$ cat config.mk
export PLATFORM = sky130hd
export DESIGN_NAME = keyed_wdt
export DESIGN_NICKNAME = d
export VERILOG_FILES = /design/src/rtl/kwdt_pkg.sv /design/src/rtl/kwdt_key_decode.sv /design/src/rtl/kwdt_cfg_field.sv /design/src/rtl/kwdt_tick_gen.sv /design/src/rtl/kwdt_counter.sv /design/src/rtl/keyed_wdt.sv
export SDC_FILE = /design/constraint.sdc
export NUM_CORES = 1
export LEC_CHECK = 0
export ABC_AREA = 1
export BUFFER_PORTS_ARGS = -buffer_cell sky130_fd_sc_hd__buf_2
export CORE_ASPECT_RATIO = 1.2
export CORE_UTILIZATION = 55
export CTS_BUF_LIST = sky130_fd_sc_hd__clkbuf_4
export DETAILED_ROUTE_END_ITERATION = 6
export PLACE_DENSITY = 0.8
export SLEW_MARGIN = 30
export SYNTH_ARGS = -nofsm -noshare
export SYNTH_HDL_FRONTEND = slang
export SYNTH_HIERARCHICAL = 1
export SYNTH_SLANG_ARGS = --single-unit
$ cat constraint.sdc
create_clock -name clk -period 4.7 [get_ports clk]
set_input_delay 0.235 -clock clk [delete_from_list [all_inputs] [get_ports clk]]
set_output_delay 0.235 -clock clk [all_outputs]
set_load 0.005 [all_outputs]
$ cat src/rtl/kwdt_pkg.sv
package kwdt_pkg;
   localparam logic [15:0] KEY_FEED   = 16'hAAAA;
   localparam logic [15:0] KEY_START  = 16'hCCCC;
   localparam logic [15:0] KEY_UNLOCK = 16'h5555;
   localparam logic [15:0] KEY_LOCK   = 16'h0000;

   typedef enum logic [1:0] {
      ADR_KEY  = 2'd0,
      ADR_PRE  = 2'd1,
      ADR_RLD  = 2'd2,
      ADR_STAT = 2'd3
   } kwdt_addr_e;
endpackage

$ cat src/rtl/kwdt_key_decode.sv
module kwdt_key_decode
   import kwdt_pkg::*;
(
   input  logic        clk,
   input  logic        rst_n,
   input  logic        key_wr,
   input  logic [15:0] key_val,
   output logic        start_p,
   output logic        feed_p,
   output logic        acc_open,
   output logic        running
);
   assign start_p = key_wr && (key_val == KEY_START);
   assign feed_p  = key_wr && (key_val == KEY_FEED);

   always_ff @(posedge clk) begin
      if (!rst_n) begin
         acc_open <= 1'b0;
         running  <= 1'b0;
      end else begin
         if (key_wr) begin
            if (key_val == KEY_UNLOCK)
               acc_open <= 1'b1;
            else if ((key_val == KEY_LOCK) || (key_val == KEY_FEED))
               acc_open <= 1'b0;
         end
         if (start_p)
            running <= 1'b1;
      end
   end
endmodule

$ cat src/rtl/kwdt_cfg_field.sv
module kwdt_cfg_field #(
   parameter int          W        = 12,
   parameter logic [W-1:0] RST_VAL = '0,
   parameter int          SYNC_DLY = 3
) (
   input  logic         clk,
   input  logic         rst_n,
   input  logic         wr,
   input  logic [W-1:0] din,
   output logic [W-1:0] shadow,
   output logic [W-1:0] active,
   output logic         pending
);
   localparam int SC_W = (SYNC_DLY < 2) ? 1 : $clog2(SYNC_DLY);

   logic [SC_W-1:0] sync_cnt;

   always_ff @(posedge clk) begin
      if (!rst_n) begin
         shadow   <= RST_VAL;
         active   <= RST_VAL;
         pending  <= 1'b0;
         sync_cnt <= '0;
      end else if (wr) begin
         shadow   <= din;
         pending  <= 1'b1;
         sync_cnt <= SC_W'(SYNC_DLY - 1);
      end else if (pending) begin
         if (sync_cnt == '0) begin
            pending <= 1'b0;
            active  <= shadow;
         end else begin
            sync_cnt <= sync_cnt - 1'b1;
         end
      end
   end
endmodule

$ cat src/rtl/kwdt_tick_gen.sv
module kwdt_tick_gen #(
   parameter int PRE_W     = 3,
   parameter int MIN_SHIFT = 2,
   parameter int MAX_SHIFT = 8
) (
   input  logic             clk,
   input  logic             rst_n,
   input  logic [PRE_W-1:0] code,
   input  logic             restart,
   output logic             tick
);
   localparam int NCODE = 1 << PRE_W;
   localparam int CNT_W = MAX_SHIFT;

   logic [CNT_W-1:0] lim [NCODE];
   logic [CNT_W-1:0] pcnt;

   for (genvar g = 0; g < NCODE; g++) begin : g_lim
      localparam int SH = ((g + MIN_SHIFT) > MAX_SHIFT) ? MAX_SHIFT : (g + MIN_SHIFT);
      assign lim[g] = CNT_W'((32'd1 << SH) - 32'd1);
   end

   assign tick = (pcnt >= lim[code]);

   always_ff @(posedge clk) begin
      if (!rst_n)
         pcnt <= '0;
      else if (restart || tick)
         pcnt <= '0;
      else
         pcnt <= pcnt + 1'b1;
   end
endmodule

$ cat src/rtl/kwdt_counter.sv
module kwdt_counter #(
   parameter int CW = 12
) (
   input  logic          clk,
   input  logic          rst_n,
   input  logic          run,
   input  logic          load,
   input  logic          tick,
   input  logic [CW-1:0] rl_val,
   output logic          rst_req
);
   logic [CW-1:0] cnt;
   logic          expire;

   assign expire = (cnt == '0) || (cnt == CW'(1));

   always_ff @(posedge clk) begin
      if (!rst_n) begin
         cnt     <= '0;
         rst_req <= 1'b0;
      end else begin
         rst_req <= 1'b0;
         if (load) begin
            cnt <= rl_val;
         end else if (run && tick) begin
            if (expire) begin
               cnt     <= rl_val;
               rst_req <= 1'b1;
            end else begin
               cnt <= cnt - 1'b1;
            end
         end
      end
   end
endmodule

$ cat src/rtl/keyed_wdt.sv
module keyed_wdt
   import kwdt_pkg::*;
#(
   parameter int DATA_W    = 16,
   parameter int RLD_W     = 12,
   parameter int PRE_W     = 3,
   parameter int SYNC_DLY  = 3,
   parameter int MIN_SHIFT = 2,
   parameter int MAX_SHIFT = 8
) (
   input  logic              clk,
   input  logic              rst_n,
   input  logic              wr_en,
   input  logic [1:0]        wr_addr,
   input  logic [DATA_W-1:0] wr_data,
   input  logic [1:0]        rd_addr,
   output logic [DATA_W-1:0] rd_data,
   output logic              rst_req
);
   if (DATA_W < 16) begin : g_bad_dw
      $error("DATA_W must hold a 16-bit key");
   end
   if (RLD_W > DATA_W) begin : g_bad_rw
      $error("RLD_W must fit in DATA_W");
   end
   if (SYNC_DLY < 1) begin : g_bad_sd
      $error("SYNC_DLY must be at least 1");
   end
   if (MAX_SHIFT < MIN_SHIFT) begin : g_bad_sh
      $error("MAX_SHIFT must not be below MIN_SHIFT");
   end

   logic             key_wr, start_p, feed_p, acc_open, running;
   logic             pr_wr, rl_wr, pr_pend, rl_pend, tick, load;
   logic [PRE_W-1:0] pr_shadow, pr_active;
   logic [RLD_W-1:0] rl_shadow, rl_active;

   assign key_wr = wr_en && (wr_addr == ADR_KEY);
   assign pr_wr  = wr_en && (wr_addr == ADR_PRE) && acc_open;
   assign rl_wr  = wr_en && (wr_addr == ADR_RLD) && acc_open;
   assign load   = start_p || feed_p;

   kwdt_key_decode u_key (
      .clk(clk), .rst_n(rst_n), .key_wr(key_wr), .key_val(wr_data[15:0]),
      .start_p(start_p), .feed_p(feed_p), .acc_open(acc_open), .running(running)
   );

   kwdt_cfg_field #(.W(PRE_W), .RST_VAL('0), .SYNC_DLY(SYNC_DLY)) u_pre (
      .clk(clk), .rst_n(rst_n), .wr(pr_wr), .din(wr_data[PRE_W-1:0]),
      .shadow(pr_shadow), .active(pr_active), .pending(pr_pend)
   );

   kwdt_cfg_field #(.W(RLD_W), .RST_VAL('1), .SYNC_DLY(SYNC_DLY)) u_rld (
      .clk(clk), .rst_n(rst_n), .wr(rl_wr), .din(wr_data[RLD_W-1:0]),
      .shadow(rl_shadow), .active(rl_active), .pending(rl_pend)
   );

   kwdt_tick_gen #(.PRE_W(PRE_W), .MIN_SHIFT(MIN_SHIFT), .MAX_SHIFT(MAX_SHIFT)) u_tick (
      .clk(clk), .rst_n(rst_n), .code(pr_active), .restart(load), .tick(tick)
   );

   kwdt_counter #(.CW(RLD_W)) u_cnt (
      .clk(clk), .rst_n(rst_n), .run(running), .load(load), .tick(tick),
      .rl_val(rl_active), .rst_req(rst_req)
   );

   always_comb begin
      case (rd_addr)
         ADR_PRE:  rd_data = DATA_W'(pr_shadow);
         ADR_RLD:  rd_data = DATA_W'(rl_shadow);
         ADR_STAT: rd_data = DATA_W'({rl_pend, pr_pend});
         default:  rd_data = '0;
      endcase
   end
endmodule

# Word level (Yosys, flattened, before mapping)
# Memories as Yosys holds them, arrays and structs flattened.
# Index checks and enable logic that the tools add are counted.
# Widths: inputs -> output; s select.
# totals
memories	1
mem_bits_ro	64
ram_bits	0
register_bits	59
output_inout_bits	17
latchBits	0
# classes
bitwise_logic	7
addsub	4
multipliers	0
mux	21
n_reduce_logical	32
order_cmp	2
eq_ne	11
n_div	0
shifts	0
# mem_list
memory	depth	word_bits	rd	rd_ports_with_merged_regs	wr	line_no	rtl
(no name shown)	8	8	1	0	0	kwdt_tick_gen.sv:23	assign tick = (pcnt >= lim[code]);
# op_table
cell	count
$mux 12	3
$pmux 12 s3	1
$eq 16x16->1 const B	2
$eq 16x15->1 const B	1
$logic_not 16->1	1
$mux 8	2
$eq 12x1->1 const B	1
$logic_not 12->1	1
$mux 2	6
$sub 12x1->12 const B	1
$reduce_and 2->1	5
$mux 1	9
$add 8x1->8 const B	1
$ge 8x8->1	1
$logic_and 1x1->1	8
$reduce_bool 2->1	4
$eq 2x2->1 const B	3
$logic_not 2->1	3
$not 1->1	6
$reduce_and 3->1	2
$reduce_or 2->1	3
$eq 2x1->1 const B	2
$ge 4x4->1 const B	1
$logic_or 1x1->1	4
other kinds (4)	6

# Longest topological paths before layout
# logic_depth
depth_word	8
mapped_depth	15
depth_no_buf	15

# Hierarchy
# The synthesis kept the hierarchy.
# modules_own_cells
mod	cells_each	area_each_um2	seq_area_each_um2	n_inst
kwdt_counter	155	1003.5	260.2	1
kwdt_cfg_field at u_rld	120	985.9	540.5	1
kwdt_tick_gen	80	554.3	160.2	1
kwdt_cfg_field at u_pre	43	349.1	180.2	1
kwdt_key_decode	60	321.6	40.0	1
keyed_wdt	46	219.0	0.0	1

# Worst setup path after synthesis
# No wires, ideal clock.
# synth_timing
kind	register to register
startpoint	register u_pre.active[2]
endpoint	register u_cnt.cnt[5]
stages_incl_launch_ff	12
arrival_time_ns	1.722
period_less_slack_ns	1.844
t_required_ns	4.578
setup_time_ns	0.122
setup_slack_ns	2.856
n_path_buf	1
path_cell_list	dfxtp_1 > o21ai_0 > ha_1 > nand2_1 > inv_1 > a21oi_2 > nand2_1 > nand2_1 > nand2_1 > buf_4 > o21ai_0 > a21oi_2
# synth_via
elab_chain_len	7
# synth_lines
item	line_no	rtl
start: declaration	kwdt_cfg_field.sv:11	output logic [W-1:0] active,
start signal: assignment	kwdt_cfg_field.sv:31	active <= shadow;
$not 3->4 (not written as such)	kwdt_tick_gen.sv:23	
$mem_v2 8x8	--	
$mux 8 (not written as such) (2 in series)	kwdt_tick_gen.sv:23	
$ge 8x8->1	kwdt_tick_gen.sv:23	
net tick	keyed_wdt.sv:34	logic pr_wr, rl_wr, pr_pend, rl_pend, tick, load;
$logic_and 1x1->1	kwdt_counter.sv:25	end else if (run && tick) begin
$reduce_bool 2->1 (no source line)	--	
end signal: assignment	kwdt_counter.sv:24	cnt <= rl_val;
end signal: assignment	kwdt_counter.sv:27	cnt <= rl_val;
end signal: assignment	kwdt_counter.sv:30	cnt <= cnt - 1'b1;
end: declaration	kwdt_counter.sv:12	logic [CW-1:0] cnt;
# The timed path passes the listed nets, and every way through them passes these cells. The select of a mux whose other input is x is not followed.
# A chain may end at the register's enable or synchronous reset.

# Final worst setup path
# layout_timing
startpoint	register u_pre.active[2]
endpoint	register u_cnt.cnt[0]
# The elaborated chain is that of the path after synthesis.

==> results.cfg <==
[clocking]
cts_hold_buf = 0
post_cts_buffers = 0
cts_buffer_depth = 2
cts.sinks = 59
clockRootBuffer = clkbuf_4
cts-resized-gates = 0
cts.clk_slew.worst_paths_ps = 100
cts_made_buffers = 9
htreeDepth = 3
cts_tree = done
clk-insertion-delay-late_ps = 400

[logic_synthesis]
synth.avg_cell_area_um2 = 6.81
synth_adder_area_share_pct = 3.64
synth_mux_area_share_pct = 0
ys_seq_area_share_pct = 34.4
synthCells = 504
synth_top_area_share_pct = 34.4
synth_xor_area_share_pct = 1.28
synth_area_leaders = dfxtp_1 (34%), nand2_1 (13%), nand3_1 (10%)
synth_cell_types = 37
ys_warn_count = 6
synth_largest_area_cell = dfxtp_1
synth_compound_area_share_pct = 9.44
synth_top_family_by_area = simple AND/OR/NAND/NOR gates
synth-seq-cells = 59
synth.cell_area_um2 = 3430
synth_simple_gate_area_share_pct = 38.8

[global_routing]
gr-usage-met1_pct = 27.3
antenna_found_initial = 0
grt_first_pass_wirelength_um = 12100
grt_busiest_layer = met2
grt-ovfl-total = 0
grtUsageMet3_pct = 3.53
met2_usage_pct = 43.1
grt_usage_pct = 23.7
grt_pass1_vias = 2898
grt_max_degree = 46

[sta]
drv_slew = 0
slew_headroom_pct = 49.1
setup_viol = 0
fmax_mhz = 399
hold_viol = 0
worst_slew_pin_slew_ps = 764
period_needed_ps = 2510
rsz0062_at_grt = no
tns_ps = 0
period_share_pct = 53.3
skew_ps = 13.3

[drt]
routedWlPerCell_um = 11.0
drt_iter0_drc = 174
first_pass_iters = 4
avgViaCountPerCell = 5.04
drc = 0
routed_wl_um = 6890
ant_nets = 0
via_count = 3150

[finish]
fillerInstances = 578
fin_nets = 571
areaGrowthSynthToFinish_pct = 9.26
n_antenna_cell = 0
utilization_pct = 62.4
drive_above_1_share_pct = 16.9

[power_and_ir_drop]
worst_ir_drop_vdd_v = 0.000179
power_density_nw_per_um2 = 262
p_leak_nw = 1.93
p_total_w = 0.000982

[status]
status = complete, no violations

[worst_setup_path]
required_ps = 5010
worst-setup-path-type = flop to flop
startpoint = u_pre/active[2]$_SDFFE_PN0P_
cp-endpoint = u_cnt/cnt[0]$_SDFFE_PN0P_
worstPathMaxFanout = 17
cp-end-kind = flop
r2r_cells = 13
worstSetupStartpointType = flop
critPathArrivalTime_ps = 2820
reg2reg_from = u_pre/active[2]$_SDFFE_PN0P_
r2r-end = u_cnt/cnt[0]$_SDFFE_PN0P_
r2r_slack_ps = 2190

[placed_design]
place_hpwl_um = 5180
port-buffer-count = 35
place_congestion = 0.903

[die]
die_height_um = 88.6
dieArea_um2 = 6560
rows = 31
die_w_um = 74.1
core_area_um2 = 6010
start_util_pct = 57.1
io_pins = 40

[hold_path]
hp-class = input port to flop

[flow_run]
maxCapViolations = 0
[through the flow]
stage               cells  area, um2  setup slack (ps)  hold WS, ps
floorplan             507       3440              2860          357
global placement      609       3600              2330          439
detailed placement    609       3600              2200          443
CTS                   625       3750              2190         71.1
global route          625       3750              1880         75.9
finish                625       3750              2190         84.0
[placed cells by master, fill, tap and decap left out, types with 2 or more instances in the layout]
cell type  synthesis  final
dfxtp_1           59     59
a21oi_2            7      7
xor2_1             4      4
clkbuf_4           0      9
nand2_2            5      5
conb_1             1      4
nand3b_1           2      2
ha_1              10     10
nand3_1           70     70
nor2_2             5      5
nor2_1            52     52
inv_2              5      5
nand2_4            2      2
nor3_1             4      4
bufinv_16          0      2
nand3_2            3      3
o21ai_0           15     15
nand4_1            7      7
a21oi_1           21     21
o21ai_2            4      4
o21ai_1            5      5
nand2_1          115    115
clkinv_2           0      3
buf_2              6     35
a21boi_0           2      2
nor3b_1            2      2
nor2_4             6      6
inv_1             72     72
or2_1              2      2
clkinv_1           0      2
[cell usage after synthesis (all sizes together)]
| master | number |
|---|---|
| nand2 | 123 |
| inv | 78 |
| nand3 | 74 |
| nor2 | 63 |
| dfxtp | 59 |
| a21oi | 28 |
| o21ai | 24 |
| buf | 16 |
| ha | 10 |
| nand4 | 7 |
| nor3 | 4 |
| xor2 | 4 |
| or2 | 3 |
| a21boi | 2 |
| nand3b | 2 |
| nor3b | 2 |
| conb | 1 |
| nor4 | 1 |
| nor4b | 1 |
| o21bai | 1 |
| xnor2 | 1 |
[worst min path at each step]
stage | from | to | slack, ps | cells after the start
after CTS | wr_data[9] | u_rld/shadow[9]$_SDFFE_PN1P_ | 70 | 3
final | wr_data[9] | u_rld/shadow[9]$_SDFFE_PN1P_ | 80 | 3
after global routing | wr_data[9] | u_rld/shadow[9]$_SDFFE_PN1P_ | 80 | 3
after floorplan | wr_data[2] | u_rld/shadow[2]$_SDFFE_PN1P_ | 360 | 2
after global placement | u_rld/active[5]$_SDFFE_PN1P_ | u_rld/active[5]$_SDFFE_PN1P_ | 440 | 2
after detailed placement | u_rld/active[5]$_SDFFE_PN1P_ | u_rld/active[5]$_SDFFE_PN1P_ | 440 | 2
[final cells by class]
cell class	instances	area, um2	area share (%)
clock buffer	9	67.6	1.80
sequential	59	1180	31.5
multi-input combinational	354	1840	49.0
clock inverter	7	82.6	2.20
tap	82	103	2.74
timing repair buffer	36	183	4.87
inverter	78	295	7.87
[metal layers]
| layer | part of all wire (%) | routed length, um |
|---|---|---|
| met5 | 0 | 0 |
| met4 | 1.6 | 108 |
| met3 | 3.4 | 234 |
| met2 | 50 | 3470 |
| met1 | 45 | 3080 |
[state kept, by name (all words and copies together) (netlist names)]
name / count
u_key/running: 1
u_rld/shadow: 12
u_pre/pending: 1
u_pre/shadow: 3
u_rld/active: 12
u_pre/active: 3
u_tick/pcnt: 8
u_pre/sync_cnt: 2
u_cnt/rst_req: 1
u_rld/sync_cnt: 2
u_key/acc_open: 1
u_rld/pending: 1
u_cnt/cnt: 12
[power by group]
part / leakage [nW] / switching (W) / internal [W] / total [W]
Sequential: 0.477 / 0.00000656 / 0.000506 / 0.000512
Clock: 0.0845 / 0.000183 / 0.000210 / 0.000393
Combinational: 1.37 / 0.0000471 / 0.0000290 / 0.0000761
[cells by family after synthesis]
group / count (synthesis)
AOI/OAI and AO/OA: 55
xor gates and xnor gates: 5
adders and majority gates: 10
buffers and inverters: 94
DFF: 59
other: 1
and+or+nand+nor: 280
[critical path, stage by stage (launching register included)]
cell     delay, ps
dfxtp_1        440
o21ai_0        120
ha_1           280
nand2_1         60
nor2_1         120
nand3_2        100
nand2_1         90
nand2_1         70
nand2_1        480
inv_1          290
a21oi_1        180
o21ai_1         80
nand2_1         60
inv_1           30
Note: power is estimated with default switching activity, not from simulation.
